## config.mk

```make
export PLATFORM = sky130hd
export DESIGN_NAME = scl_rate_gen
export DESIGN_NICKNAME = d
export VERILOG_FILES = /design/src/rtl/scl_rate_pkg.sv /design/src/rtl/scl_div_calc.sv /design/src/rtl/scl_phase_ctr.sv /design/src/rtl/scl_rate_gen.sv
export SDC_FILE = /design/constraint.sdc
export NUM_CORES = 1
export LEC_CHECK = 0
export BUFFER_PORTS_ARGS = -buffer_cell sky130_fd_sc_hd__buf_2
export CELL_PAD_IN_SITES_DETAIL_PLACEMENT = 1
export CELL_PAD_IN_SITES_GLOBAL_PLACEMENT = 1
export CORE_MARGIN = 8
export CORE_UTILIZATION = 41
export DETAILED_ROUTE_END_ITERATION = 10
export HOLD_SLACK_MARGIN = 0.02
export PLACE_DENSITY = 0.75
export SLEW_MARGIN = 20
export SYNTH_ARGS = -nofsm -noshare
export SYNTH_HDL_FRONTEND = slang
export SYNTH_SLANG_ARGS = --single-unit
```

## constraint.sdc

```tcl
create_clock -name clk -period 2.6 [get_ports clk]
set_input_delay 0.13 -clock clk [delete_from_list [all_inputs] [get_ports clk]]
set_output_delay 0.13 -clock clk [all_outputs]
set_load 0.02 [all_outputs]
```

## src/rtl/scl_rate_pkg.sv

```systemverilog
package scl_rate_pkg;

  typedef enum logic [1:0] {PH_IDLE, PH_LOW, PH_HIGH} scl_phase_e;

  // Cycles SCL is driven low for divider value div.
  function automatic int low_len(input int div);
    return div + 2;
  endfunction

  // Cycles of counted high time; fast mode uses half of (div+1).
  function automatic int high_len(input int div, input logic fast);
    return fast ? ((div + 1) >> 1) + 1 : div + 2;
  endfunction

  // Down-counter value at which the sample strobe fires.
  function automatic int mid_of(input int hlen);
    return (hlen - 1) >> 1;
  endfunction

endpackage

```

## src/rtl/scl_div_calc.sv

```systemverilog
module scl_div_calc #(
  parameter int LO_W = 5,
  parameter int HI_W = 6,
  localparam int DIV_W = LO_W + HI_W,
  localparam int CNT_W = DIV_W + 1
) (
  input  logic [LO_W-1:0]  ctl_div,
  input  logic [HI_W-1:0]  sel_div,
  input  logic             fast,
  output logic [CNT_W-1:0] llen,
  output logic [CNT_W-1:0] hlen
);
  logic [DIV_W-1:0] div;

  assign div  = {sel_div, ctl_div};
  assign llen = CNT_W'(scl_rate_pkg::low_len(int'(div)));
  assign hlen = CNT_W'(scl_rate_pkg::high_len(int'(div), fast));
endmodule

```

## src/rtl/scl_phase_ctr.sv

```systemverilog
module scl_phase_ctr #(
  parameter int CNT_W = 12
) (
  input  logic             clk,
  input  logic             rst_n,
  input  logic             load,
  input  logic [CNT_W-1:0] load_val,
  input  logic             dec,
  output logic [CNT_W-1:0] cnt,
  output logic             zero
);
  always_ff @(posedge clk or negedge rst_n) begin
    if (!rst_n)    cnt <= '0;
    else if (load) cnt <= load_val;
    else if (dec)  cnt <= cnt - 1'b1;
  end

  assign zero = (cnt == '0);
endmodule

```

## src/rtl/scl_rate_gen.sv

```systemverilog
module scl_rate_gen #(
  parameter int LO_W = 5,
  parameter int HI_W = 6
) (
  input  logic            clk,
  input  logic            rst_n,
  input  logic [LO_W+1:0] clk_ctrl_i,
  input  logic [HI_W-1:0] clk_sel_i,
  input  logic            scl_in_i,
  output logic            scl_low_o,
  output logic            drive_stb_o,
  output logic            high_tick_o,
  output logic            sample_stb_o
);
  import scl_rate_pkg::*;

  localparam int DIV_W  = LO_W + HI_W;
  localparam int CNT_W  = DIV_W + 1;
  localparam int EN_BIT = LO_W;
  localparam int FM_BIT = LO_W + 1;

  scl_phase_e       ph_q, ph_d;
  logic             en, fast;
  logic [CNT_W-1:0] llen_new, hlen_new, hlen_q, mid;
  logic [CNT_W-1:0] cnt, ctr_val;
  logic             zero, ctr_load, ctr_dec;
  logic             start_low, go_high, in_high, in_low;
  logic             drive_q, htick_q;

  assign en   = clk_ctrl_i[EN_BIT];
  assign fast = clk_ctrl_i[FM_BIT];

  scl_div_calc #(.LO_W(LO_W), .HI_W(HI_W)) u_calc (
    .ctl_div (clk_ctrl_i[LO_W-1:0]),
    .sel_div (clk_sel_i),
    .fast    (fast),
    .llen    (llen_new),
    .hlen    (hlen_new)
  );

  scl_phase_ctr #(.CNT_W(CNT_W)) u_ctr (
    .clk      (clk),
    .rst_n    (rst_n),
    .load     (ctr_load),
    .load_val (ctr_val),
    .dec      (ctr_dec),
    .cnt      (cnt),
    .zero     (zero)
  );

  // Named phase events, also observed by the bound checker.
  assign in_low    = (ph_q == PH_LOW);
  assign in_high   = (ph_q == PH_HIGH);
  assign start_low = en && ((ph_q == PH_IDLE) || (in_high && scl_in_i && zero));
  assign go_high   = en && in_low && zero;
  assign ctr_load  = start_low || go_high;
  assign ctr_val   = start_low ? llen_new - 1'b1 : hlen_q - 1'b1;
  assign ctr_dec   = en && !zero && (in_low || (in_high && scl_in_i));
  assign mid       = CNT_W'(mid_of(int'(hlen_q)));

  always_comb begin
    ph_d = ph_q;
    if (!en)           ph_d = PH_IDLE;
    else if (start_low) ph_d = PH_LOW;
    else if (go_high)   ph_d = PH_HIGH;
  end

  always_ff @(posedge clk or negedge rst_n) begin
    if (!rst_n) begin
      ph_q    <= PH_IDLE;
      hlen_q  <= '0;
      drive_q <= 1'b0;
      htick_q <= 1'b0;
    end else begin
      ph_q    <= ph_d;
      drive_q <= start_low;
      htick_q <= go_high;
      if (start_low) hlen_q <= hlen_new;
    end
  end

  assign scl_low_o    = in_low;
  assign drive_stb_o  = drive_q;
  assign high_tick_o  = htick_q;
  assign sample_stb_o = in_high && scl_in_i && (cnt == mid);
endmodule

```

==> impl_metrics.toml <==
[run_status]
status = "finished, violations left"
failed_checks = "negative setup slack"

[layout]
drive_above_1_share = 0.390
post-route-util = 0.609
multiInputGateArea_sq_mm = 0.00225
nNetsFinal = 451
n_antenna_cell = 0
area_growth_pct = 42.9
seqCellArea_sq_um = 711
fillers = 755

[sta]
slew_headroom = 0.414
finalMaxSlewViolations = 0
min_period_over_period = 1.11
timing.final.ws_setup_ns = -0.277
rsz0062_at_grt = "yes"
hold_violations = 0
max_freq_mhz = 348
setup_tns_ns = -1.39
min_period_ns = 2.88
tightest_slew_ns = 0.879
setup_violations = 11
fin_worst_skew_ns = 0.00528

[clock_tree]
cts.sinks = 28
clk_pin_slew_ns = 0.10
clkLatencyLatePin_ns = 0.30
clockBufferDepth = 2
cts_made_buffers = 3
htree_levels = 1
tritoncts = "done"
root_buffer = "clkbuf_8"

[setup_path]
worstPathArrival_ns = 3.00
path_buf_inv = 3
r2r-start = "u_ctr.cnt[11]"
path_common_cell = "buf_6"
cp_slowest_cell = "dfrtp_1"
critPathLaunch = "u_ctr.cnt[11]"
path_max_fanout = 6
reg2reg_depth = 10
worst-path-stages = 10
slowest_delay_ns = 0.42
cpLargestDelayFamily = "compound AO/OA/AOI/OAI gates"
endpoint_kind = "flip-flop"
crit_path_cell_trace = "buf_6 > nor4_4 > and4_4 > nor2_4 > buf_6 > a221oi_4 > nand2_2 > buf_6 > o41ai_1 > a31oi_1"
critPathKind = "reg2reg"
cp.required_ns = 2.72
setup.worst_path.start_class = "flip-flop"

[synth]
synth_area_sq_mm = 0.00274
syn-num-nets = 368
synth_cell_types = 71
netlist_instances = 347
synth.avg_cell_area_sq_um = 7.89
ys_seq_elements = 28
synth_area_leaders = "dfrtp_1 (26%), xnor2_1 (7.0%), nor2_1 (4.8%), a21oi_1 (4.6%), xor2_1 (4.2%)"
post-synth-top-area-fraction = 0.256
synthArstFlopShare = 1.00
synth_area_leader_cell = "dfrtp_1"
ys.flop_type = "dfrtp_1"
synth_edf_count = 0
ys_seq_area_frac = 0.256
synth_warnings = 0

[floorplan]
dieArea_sq_mm = 0.00955
die_w_um = 97.7
dieHeight_um = 97.7
rows = 29
initial_core_util = 0.426
core_sq_mm = 0.00642
ios = 20

[detailed_routing]
num_vias = 3360
wl_per_cell_um = 25.6
drc = 0
first_iter_violations = 188
viasPerCell = 6.65
ant_nets = 0
drt_pass1_iterations = 4
wl_mm = 12.9

[place]
dp_hpwl_mm = 7.65
portBuffers = 19
gp_congestion = 0.872

[min_path]
hold_start = "clk_sel_i[5]"
hold_class = "in2reg"
whs_path_depth = 3

[global_route]
grt_pass1_vias = 3349
antenna_found_initial = 0
grt_max_degree = 29
gr-usage-all-layers = 0.224
grt_overflow = 0
grt_pass1_wl_mm = 17.5

[power_and_ir_drop]
ir_drop_mv = 0.288
power_density_mw_per_mm2 = 620
cellLeakagePower_uw = 0.00149

[run]
cap_violations = 0
layout by cell type (no fill, tap or decap), drive strengths merged, types with 3 or more instances in the layout:
cell     instances
a31oi           10
nor4b            5
and2             4
a2111oi          5
a211oi           8
inv              8
nor4             6
clkbuf           4
nand3           10
or3              8
dfrtp           28
nor3b            5
buf             97
nand4            4
or4              4
o31ai            5
ha               5
nor3            14
a21oi           25
nand2           30
xnor2           22
o21ai           21
xor2            13
nor2            36
o21a             3
cells in the mapped netlist (3+ instances only):
cell type	number
o21ai_0	21
or4_1	3
a31oi_1	10
nor4b_1	4
clkbuf_1	10
and2_1	3
xnor2_1	22
nand3_1	9
inv_1	8
dfrtp_1	28
nand2_1	30
o21a_1	3
a211oi_1	8
nor2_1	35
nor3b_1	4
nor3_1	13
o31ai_1	5
nand4_1	4
a2111oi_0	5
nor4_1	4
ha_1	5
a21oi_1	25
buf_2	6
xor2_1	13
or3_1	7
what timing repair did:
action / in CTS / in global routing
endpoints found under the hold margin: 28 / 0
cloned: 0 / 1
setup buffers: 13 / 13
setup endpoints to repair: 10 / 11
resized for setup: 35 / 50
hold buffers: 1 / 0
pin swaps: 13 / 27
per-layer routing:
layer,global-route usage,vias up,share of wire
met5,0,-,0
met4,0.0887,0,0.047
met3,0.0222,51,0.052
met2,0.404,159,0.48
met1,0.265,1683,0.42
li1,-,1467,-
sequential cells by signal, summed over array words and instances (netlist names):
| register | cells |
|---|---|
| hlen_q | 12 |
| u_ctr.cnt | 12 |
| high_tick_o | 1 |
| ph_q | 2 |
| drive_stb_o | 1 |
logic make-up after synthesis:
kind of cell               share of synthesized area
xor gates and xnor gates                       0.112
AOI/OAI and AO/OA                              0.248
adders and majority gates                     0.0229
muxes                                         0.0155
buffers and inverters                         0.0530
DFF                                            0.256
and+or+nand+nor                                0.293
worst min-delay path, cell delays in order:
cell and delay (ns):
buf_2 0.13, nand3_1 0.13, o31ai_1 0.08
path summary, 6_finish.rpt:
check / end / slack (ns)
worst max-delay path: u_ctr.cnt[11] / -0.28
worst min-delay path: hlen_q[11] / 0.20
worst max register to register: u_ctr.cnt[11] / -0.28
worst min register to register: hlen_q[11] / 0.64
max in group asynchronous: u_ctr.cnt[9] / 1.69
min in group asynchronous: hlen_q[5] / 0.41
through the flow:
stage / worst slack (ns) / instances / hold WS (ns) / instance area, sq um / power [uW]
after floorplan: 0.0101 / 347 / -0.166 / 2750 / 1240
after global placement: -0.184 / 474 / 0.204 / 3240 / 1650
after detailed placement: -0.196 / 474 / 0.203 / 3240 / 1700
after CTS: -0.00802 / 491 / 0.214 / 3530 / 2080
after global routing: -0.388 / 505 / 0.200 / 3910 / 2510
final: -0.277 / 505 / 0.204 / 3910 / 2420
where the power goes:
| group | internal (uW) | switching, uW |
|---|---|---|
| combinational | 658 | 795 |
| sequential | 537 | 171 |
| clock | 105 | 158 |
| total | 1300 | 1120 |
final cells by class:
class	count	share of cell area
Clock buffer	3	0.0106
Multi-Input combinational cell	289	0.576
Tap cell	77	0.0246
Sequential cell	28	0.182
Timing Repair Buffer	99	0.197
Inverter	9	0.00992
Power figures use the tool's default switching activity.
